$ cat config.mk
export PLATFORM = sky130hd
export DESIGN_NAME = irq_shadow_unit
export DESIGN_NICKNAME = d
export VERILOG_FILES = /design/src/rtl/irq_shadow_pkg.sv /design/src/rtl/irq_shadow_ctrl.sv /design/src/rtl/irq_shadow_dp.sv /design/src/rtl/irq_shadow_unit.sv
export SDC_FILE = /design/constraint.sdc
export NUM_CORES = 1
export LEC_CHECK = 0
export ABC_AREA = 0
export BUFFER_PORTS_ARGS = -buffer_cell sky130_fd_sc_hd__buf_2
export CORE_AREA = 2 2 39 41
export CTS_CLUSTER_SIZE = 30
export DETAILED_ROUTE_END_ITERATION = 6
export DIE_AREA = 0 0 41 43
export PLACE_DENSITY = 0.44
export SLEW_MARGIN = 10
export SYNTH_ARGS = -nofsm -noshare
export SYNTH_HDL_FRONTEND = slang
export SYNTH_SLANG_ARGS = --single-unit
$ cat constraint.sdc
create_clock -name clk -period 0.8 [get_ports clk]
set_input_delay 0.2 -clock clk [delete_from_list [all_inputs] [get_ports clk]]
set_output_delay 0.2 -clock clk [all_outputs]
set_load 0.1 [all_outputs]
$ cat src/rtl/irq_shadow_pkg.sv
package irq_shadow_pkg;

  localparam int CLASS_W = 3;
  localparam int NUM_CLASS = 1 << CLASS_W;

  typedef enum logic [CLASS_W-1:0] {
    CLS_PLAIN   = 3'd0,
    CLS_MOV_SS  = 3'd1,
    CLS_POP_SS  = 3'd2,
    CLS_MOV_SEG = 3'd3,
    CLS_POP_SEG = 3'd4,
    CLS_BRANCH  = 3'd5,
    CLS_STRING  = 3'd6,
    CLS_HALT    = 3'd7
  } instr_class_e;

  typedef struct packed {
    logic armShadow;
    logic dropShadow;
    logic takeNmi;
    logic takeIntr;
  } ctrl_strobe_t;

  // decode-table product terms: one entry per class code
  function automatic logic writesStackSeg(input logic [CLASS_W-1:0] code);
    return (code == CLS_MOV_SS) || (code == CLS_POP_SS);
  endfunction

  function automatic logic writesAnySeg(input logic [CLASS_W-1:0] code);
    return writesStackSeg(code) || (code == CLS_MOV_SEG) || (code == CLS_POP_SEG);
  endfunction

endpackage

$ cat src/rtl/irq_shadow_ctrl.sv
module irq_shadow_ctrl
  import irq_shadow_pkg::*;
(
  input  logic               clk,
  input  logic               rst_n,
  input  logic               retireValid,
  input  logic [CLASS_W-1:0] retireClass,
  input  logic               segMode,
  input  logic               intEnable,
  input  logic               intrReq,
  input  logic               nmiAvail,
  output ctrl_strobe_t       strobes
);

  logic [NUM_CLASS-1:0] stackSegTbl;
  logic [NUM_CLASS-1:0] anySegTbl;

  for (genvar c = 0; c < NUM_CLASS; c++) begin : g_tbl
    assign stackSegTbl[c] = writesStackSeg(CLASS_W'(c));
    assign anySegTbl[c]   = writesAnySeg(CLASS_W'(c));
  end

  logic isTrigger;
  logic openBoundary;

  always_comb begin
    isTrigger    = segMode ? anySegTbl[retireClass] : stackSegTbl[retireClass];
    openBoundary = retireValid && !isTrigger;
    strobes.armShadow  = retireValid && isTrigger;
    strobes.dropShadow = openBoundary;
    strobes.takeNmi    = openBoundary && nmiAvail;
    strobes.takeIntr   = openBoundary && !nmiAvail && intrReq && intEnable;
  end

  AST_TAKE_EXCLUSIVE: assert property (@(posedge clk) disable iff (!rst_n)
    $countones({strobes.armShadow, strobes.takeNmi, strobes.takeIntr}) <= 1);

  AST_NMI_WINS: assert property (@(posedge clk) disable iff (!rst_n)
    (nmiAvail && strobes.takeIntr) |-> 1'b0);

endmodule

$ cat src/rtl/irq_shadow_dp.sv
module irq_shadow_dp
  import irq_shadow_pkg::*;
#(
  parameter bit NMI_EDGE = 1'b1
) (
  input  logic         clk,
  input  logic         rst_n,
  input  logic         nmiReq,
  input  ctrl_strobe_t strobes,
  output logic         nmiAvail,
  output logic         shadowQ,
  output logic         ackValidQ,
  output logic         ackNmiQ
);

  if (NMI_EDGE) begin : g_edge
    logic nmiReqQ;
    logic nmiPendQ;
    assign nmiAvail = nmiPendQ || (nmiReq && !nmiReqQ);
    always_ff @(posedge clk or negedge rst_n) begin
      if (!rst_n) begin
        nmiReqQ  <= 1'b0;
        nmiPendQ <= 1'b0;
      end else begin
        nmiReqQ  <= nmiReq;
        nmiPendQ <= nmiAvail && !strobes.takeNmi;
      end
    end

    AST_NMI_KEPT: assert property (@(posedge clk) disable iff (!rst_n)
      (nmiAvail && !strobes.takeNmi) |=> nmiAvail);
  end else begin : g_level
    assign nmiAvail = nmiReq;
  end

  always_ff @(posedge clk or negedge rst_n) begin
    if (!rst_n) begin
      shadowQ   <= 1'b0;
      ackValidQ <= 1'b0;
      ackNmiQ   <= 1'b0;
    end else begin
      if (strobes.armShadow)       shadowQ <= 1'b1;
      else if (strobes.dropShadow) shadowQ <= 1'b0;
      ackValidQ <= strobes.takeNmi || strobes.takeIntr;
      ackNmiQ   <= strobes.takeNmi;
    end
  end

  AST_ARM_BLOCKS_ACK: assert property (@(posedge clk) disable iff (!rst_n)
    strobes.armShadow |=> (shadowQ && !ackValidQ));

endmodule

$ cat src/rtl/irq_shadow_unit.sv
module irq_shadow_unit
  import irq_shadow_pkg::*;
#(
  parameter bit NMI_EDGE = 1'b1
) (
  input  logic               clk,
  input  logic               rst_n,
  input  logic               retireValid,
  input  logic [CLASS_W-1:0] retireClass,
  input  logic               segMode,
  input  logic               intEnable,
  input  logic               intrReq,
  input  logic               nmiReq,
  output logic               ackValid,
  output logic               ackNmi,
  output logic               shadowActive
);

  ctrl_strobe_t strobes;
  logic nmiAvail;

  irq_shadow_ctrl ctrl_i (
    .clk         (clk),
    .rst_n       (rst_n),
    .retireValid (retireValid),
    .retireClass (retireClass),
    .segMode     (segMode),
    .intEnable   (intEnable),
    .intrReq     (intrReq),
    .nmiAvail    (nmiAvail),
    .strobes     (strobes)
  );

  irq_shadow_dp #(.NMI_EDGE(NMI_EDGE)) dp_i (
    .clk       (clk),
    .rst_n     (rst_n),
    .nmiReq    (nmiReq),
    .strobes   (strobes),
    .nmiAvail  (nmiAvail),
    .shadowQ   (shadowActive),
    .ackValidQ (ackValid),
    .ackNmiQ   (ackNmi)
  );

  logic ssClass;
  logic otherSegClass;
  assign ssClass       = (retireClass == CLS_MOV_SS) || (retireClass == CLS_POP_SS);
  assign otherSegClass = (retireClass == CLS_MOV_SEG) || (retireClass == CLS_POP_SEG);

  AST_SS_LOAD_SHADOWS: assert property (@(posedge clk) disable iff (!rst_n)
    (retireValid && ssClass) |=> (shadowActive && !ackValid));

  AST_SHADOW_ENDS: assert property (@(posedge clk) disable iff (!rst_n)
    (retireValid && !ssClass && !otherSegClass) |=> !shadowActive);

  AST_NARROW_MODE: assert property (@(posedge clk) disable iff (!rst_n)
    (retireValid && !segMode && otherSegClass) |=> !shadowActive);

  AST_SHADOW_HOLD: assert property (@(posedge clk) disable iff (!rst_n)
    !retireValid |=> $stable(shadowActive));

  AST_ACK_AT_RETIRE: assert property (@(posedge clk) disable iff (!rst_n)
    ackValid |-> $past(retireValid));

  AST_INTR_MASKED: assert property (@(posedge clk) disable iff (!rst_n)
    (ackValid && !ackNmi) |-> $past(intEnable));

endmodule

==> run metrics, run 1 <==
outcome finished, violations left; violations in the final reports negative setup slack; CTS tree yes; WP buf/inv 1; num rows 14; Mapped Cells 21; NumNets Final 52; critical path class flip-flop to output pin; GRT Total Usage 0.0726; Slowest-stage cell, CP dfrtp_4; cell area after placement 402 sq um; CTS buffer count 3; most frequent cells in the layout buf_2, nor2_1, clkbuf_4, buf_12; Syn Area/Cell 10.3 sq um; Critical Path Sink Type output pin; critical path peak fanout 2; Reg area 134 sq um; Synth area leader dfrtp_1; Worst Hold Slack 0.0841 ns; Hold Fails Final Rpt 0; delay of the slowest critical-path stage 0.48 ns; Critical Path Start Type flip-flop; H-tree Lvls 1; Remaining DRCs 0; vias in the first global route 224; post-synth cell types 10; area delta synth->final 125%; DP HPWL 423 microns; min-delay worst type primary input to flip-flop; Largest delay share family, worst path flip-flops; I/O pins 13; first-pass GRT wire length 800 microns; ANT cells 0; Worst VDD drop 0.000415 V; area of the multi-input gates 128 sq um; Max Clk Rate 0.917 GHz; max_cap viols 0; DRT Wirelength 523 microns; normalized max-slew margin 0.820; total vias in the final route 213; placed cell count 50; # fillers 136; share of the synthesized area in the top cell type 0.578; top cells by area, synth dfrtp_1, nor2_1, inv_1; GRT overflow 0; Clock Latency Late Sink 0.24 ns; Starting Density 0.156; fin crit share 1.36; DRT iter0 DRCs 1; IO buf count 12; Static Leak 0.216 nW; CTS root buf clkbuf_4; DR pass1 iterations 3; clk buf depth 2; Syn. warnings 0; clock sinks 5; antenna viol nets, final 0; wire length per cell 9.34 microns; GPL Wtd Cong 0.557; Final Worst Setup Slack -0.291 ns; Die X 41 microns; pwr/cell area 1910 mW/mm^2; fin. max-slew vios 0; CTS clock-pin slew for the worst setup and hold paths 0.04 ns; Core Region 0.00138 sq mm; Arr. time, crit path 0.89 ns; largest net degree at the start of global routing 6; worst slew pin tran 0.270 ns; commonest non-fill, non-tap cell in the layout buf_2; design area 487 sq um; Syn Nets 32; sequential area share after synthesis 0.578; Die ar. 0.00176 sq mm; Seq cells post-synth 5; overall power 930 uW; share of layout cells above drive strength 1 0.675; Critical Path, Cell by Cell buf_12; pre-CTS WS -0.427 ns; Netlist Area Pre-Place 216 sq um; final setup vio count 7; skew final 0.00305 ns; DIE HEIGHT 43 microns; minimum clock period after layout 1.09 ns; Via density 3.80; RSZ-0062 raised after global routing yes; Critical Path RT 0.60 ns; initial antenna violation count 0; final non-filler cell total 56
[cell usage after synthesis (all sizes together)]
| cell | count |
|---|---|
| a221o | 1 |
| a21oi | 2 |
| nand2 | 1 |
| inv | 4 |
| dfrtp | 5 |
| xnor2 | 1 |
| a221oi | 1 |
| ha | 1 |
| nor2 | 5 |
[sequential cells by signal (all words and copies together) (netlist names)]
signal and flops:
dp_i.ackNmiQ 1, dp_i.ackValidQ 1, dp_i.g_edge.nmiPendQ 1, dp_i.g_edge.nmiReqQ 1, dp_i.shadowQ 1
[layout make-up]
class / count / share of cell area
Timing Repair Buffer: 15 / 0.301
Tap cell: 16 / 0.0411
Inverter: 4 / 0.0668
Sequential cell: 5 / 0.275
Clock buffer: 4 / 0.0540
Multi-Input combinational cell: 12 / 0.262
[metrics by stage]
| step | utilization | TNS [ns] |
|---|---|---|
| after floorplan | - | -0.671 |
| after global placement | 0.290 | -1.59 |
| after detailed placement | 0.290 | -1.69 |
| after CTS | 0.334 | -1.16 |
| after global routing | 0.352 | -1.33 |
| final | 0.352 | -1.11 |
[power by group]
| group | switching, mW | internal (mW) |
|---|---|---|
| registers | 0.0159 | 0.286 |
| clock network | 0.0964 | 0.188 |
| logic | 0.195 | 0.148 |
| total | 0.307 | 0.623 |
[per-layer routing]
| metal | vias up | track usage | part of all wire |
|---|---|---|---|
| li1 | 106 | - | - |
| met1 | 94 | 0.0782 | 0.36 |
| met2 | 13 | 0.0938 | 0.53 |
| met3 | 0 | 0.0314 | 0.11 |
| met4 | 0 | 0.0800 | 0 |
| met5 | - | 0 | 0 |
[final timing paths]
kind	depth (start not counted)	slack, ns	from	to
hold / removal	1	0.08	nmiReq	dp_i.g_edge.nmiReqQ
setup reg to reg	3	-0.05	dp_i.shadowQ	dp_i.shadowQ
min in group asynchronous	2	0.30	rst_n	dp_i.shadowQ
setup / recovery	1	-0.29	dp_i.shadowQ	shadowActive
max in group asynchronous	2	0.35	rst_n	dp_i.ackNmiQ
hold reg to reg	2	0.52	dp_i.g_edge.nmiPendQ	dp_i.ackNmiQ
[what timing repair did]
action                                  in CTS  in global routing
hold buffers                                 1                  0
resized for setup                            5                  3
buffers inserted                             1                  0
endpoints found under the setup margin       7                  7
hold endpoints to repair                     5                  0
pin swaps                                    4                  4
[logic make-up after synthesis]
family | share of synthesized area
flip-flops | 0.578
buffers and inverters | 0.0693
adder cells (fa/ha/maj) | 0.0578
AND/OR/NAND/NOR | 0.104
XOR/XNOR | 0.0405
AO/OA/AOI/OAI | 0.150
(Power assumes the default switching activity.)
==> run 2: changes to the inputs <==
--- a/config.mk
+++ b/config.mk
@@ -7,11 +7,13 @@
 export LEC_CHECK = 0
 export ABC_AREA = 0
 export BUFFER_PORTS_ARGS = -buffer_cell sky130_fd_sc_hd__buf_2
+export CELL_PAD_IN_SITES_DETAIL_PLACEMENT = 0
+export CELL_PAD_IN_SITES_GLOBAL_PLACEMENT = 1
 export CORE_AREA = 2 2 39 41
 export CTS_CLUSTER_SIZE = 30
 export DETAILED_ROUTE_END_ITERATION = 6
 export DIE_AREA = 0 0 41 43
-export PLACE_DENSITY = 0.44
+export PLACE_DENSITY = 0.55
 export SLEW_MARGIN = 10
 export SYNTH_ARGS = -nofsm -noshare
 export SYNTH_HDL_FRONTEND = slang
==> run 2 against run 1 <==
Effect of this change:
- the run still ends with negative setup slack left
- routed wire length is 5.4% lower
- non-clock buffer count unchanged
- fmax up 0.25%
- worst setup slack better by 0.0027 ns
- global-route usage down 0.91 points
- core utilization fell by 0.72 points
- total power decreased by 1.7%
- combinational power down 3%
- sequential share of layout area increased by 0.58 points
- flip-flop and latch count did not move
- largest cell class unchanged
- largest power group unchanged
==> run metrics, run 2 (same netlist as run 1, synthesis figures left out) <==
outcome finished, violations left; violations in the final reports negative setup slack; NumNets Final 52; WP buf/inv 1; design area 477 sq um; Max Clk Rate 0.919 GHz; worst slew pin tran 0.225 ns; placed cell count 50; max_cap viols 0; worst reg2reg setup slack -0.08 ns; area delta synth->final 120%; CTS clock-pin slew for the worst setup and hold paths 0.04 ns; CTS buffer count 3; total vias in the final route 208; Hold Fails Final Rpt 0; sum of negative setup slack -1.04 ns; final non-filler cell total 56; Static Leak 0.215 nW; final setup vio count 7; normalized max-slew margin 0.850; Largest delay share family, worst path flip-flops; cell area after placement 402 sq um; clk buf depth 2; vias in the first global route 200; routed metal-1 wire length 190 microns; Arr. time, crit path 0.89 ns; Via density 3.71; DR pass1 iterations 1; max layer used met3; num rows 14; commonest non-fill, non-tap cell in the layout buf_2; DP HPWL 420 microns; minimum clock period after layout 1.09 ns; pwr/cell area 1920 mW/mm^2; Clock Latency Late Sink 0.23 ns; wire length per cell 8.84 microns; Slowest-stage cell, CP dfrtp_4; overall power 913 uW; DRT iter0 DRCs 0; Core Region 0.00138 sq mm; clock sinks 5; skew final 0.000260 ns; most frequent cells in the layout buf_2, nor2_1, clkbuf_4, buf_12; CTS tree yes; RSZ-0062 raised after global routing yes; Starting Density 0.156; min-delay worst type primary input to flip-flop; GRT overflow 0; share of layout cells above drive strength 1 0.675; largest net degree at the start of global routing 6; fin. max-slew vios 0; antenna viol nets, final 0; first-pass GRT wire length 731 microns; Die X 41 microns; initial antenna violation count 0; Critical Path Sink Type output pin; I/O pins 13; H-tree Lvls 1; CTS root buf clkbuf_4; Critical Path Start Type flip-flop; Die ar. 0.00176 sq mm; ANT cells 0; Remaining DRCs 0; GRT Total Usage 0.0635; Critical Path RT 0.60 ns; Final Worst Setup Slack -0.288 ns; met2 WL 243 microns; GPL Wtd Cong 0.550; critical path class flip-flop to output pin; IO buf count 12; fin crit share 1.36; DRT Wirelength 495 microns; DIE HEIGHT 43 microns; Met3 Routed Length 61 microns; critical path peak fanout 2; Critical Path, Cell by Cell buf_12; pre-CTS WS -0.423 ns; Worst VDD drop 0.000481 V; delay of the slowest critical-path stage 0.48 ns
run 2: final timing paths:
check                                     start                    to  depth (start not counted)
setup reg to reg                   dp_i.shadowQ          dp_i.shadowQ                          3
setup / recovery                   dp_i.shadowQ          shadowActive                          1
hold / removal                           nmiReq   dp_i.g_edge.nmiReqQ                          1
min in group asynchronous                 rst_n  dp_i.g_edge.nmiPendQ                          2
hold reg to reg            dp_i.g_edge.nmiPendQ  dp_i.g_edge.nmiPendQ                          2
max in group asynchronous                 rst_n          dp_i.ackNmiQ                          2
run 2: timing repair:
action / 4_1_cts / 5_1_grt
gates resized for setup: 7 / 0
setup buffers: 0 / 1
pin swaps: 1 / 1
hold buffers: 1 / 0
hold endpoints to repair: 5 / 0
gates cloned: 0 / 0
endpoints found under the setup margin: 7 / 7
run 2: cell type report:
cell class | count | area, sq um
clock buffers | 4 | 26.3
fillers | 145 | 907
inverters | 4 | 32.5
multi-input cells | 12 | 118
flip-flops and latches | 5 | 134
well taps | 16 | 20.0
repair buffers | 15 | 146
run 2: per-stage QoR:
| stage | hold slack (ns) | util |
|---|---|---|
| after floorplan | -0.0956 | - |
| after global placement | 0.0154 | 0.290 |
| after detailed placement | 0.0197 | 0.290 |
| after CTS | 0.0894 | 0.339 |
| after global routing | 0.0987 | 0.344 |
| final | 0.0975 | 0.344 |
run 2: metal layers:
layer / vias up / global-route usage
li1: 106 / -
met4: 0 / 0.0600
met5: - / 0
met1: 89 / 0.0717
met2: 13 / 0.0875
met3: 0 / 0.0209
run 2: report_power, final:
group          switching, mW  internal [mW]
registers             0.0173          0.286
clock network         0.0911          0.188
logic                  0.187          0.144
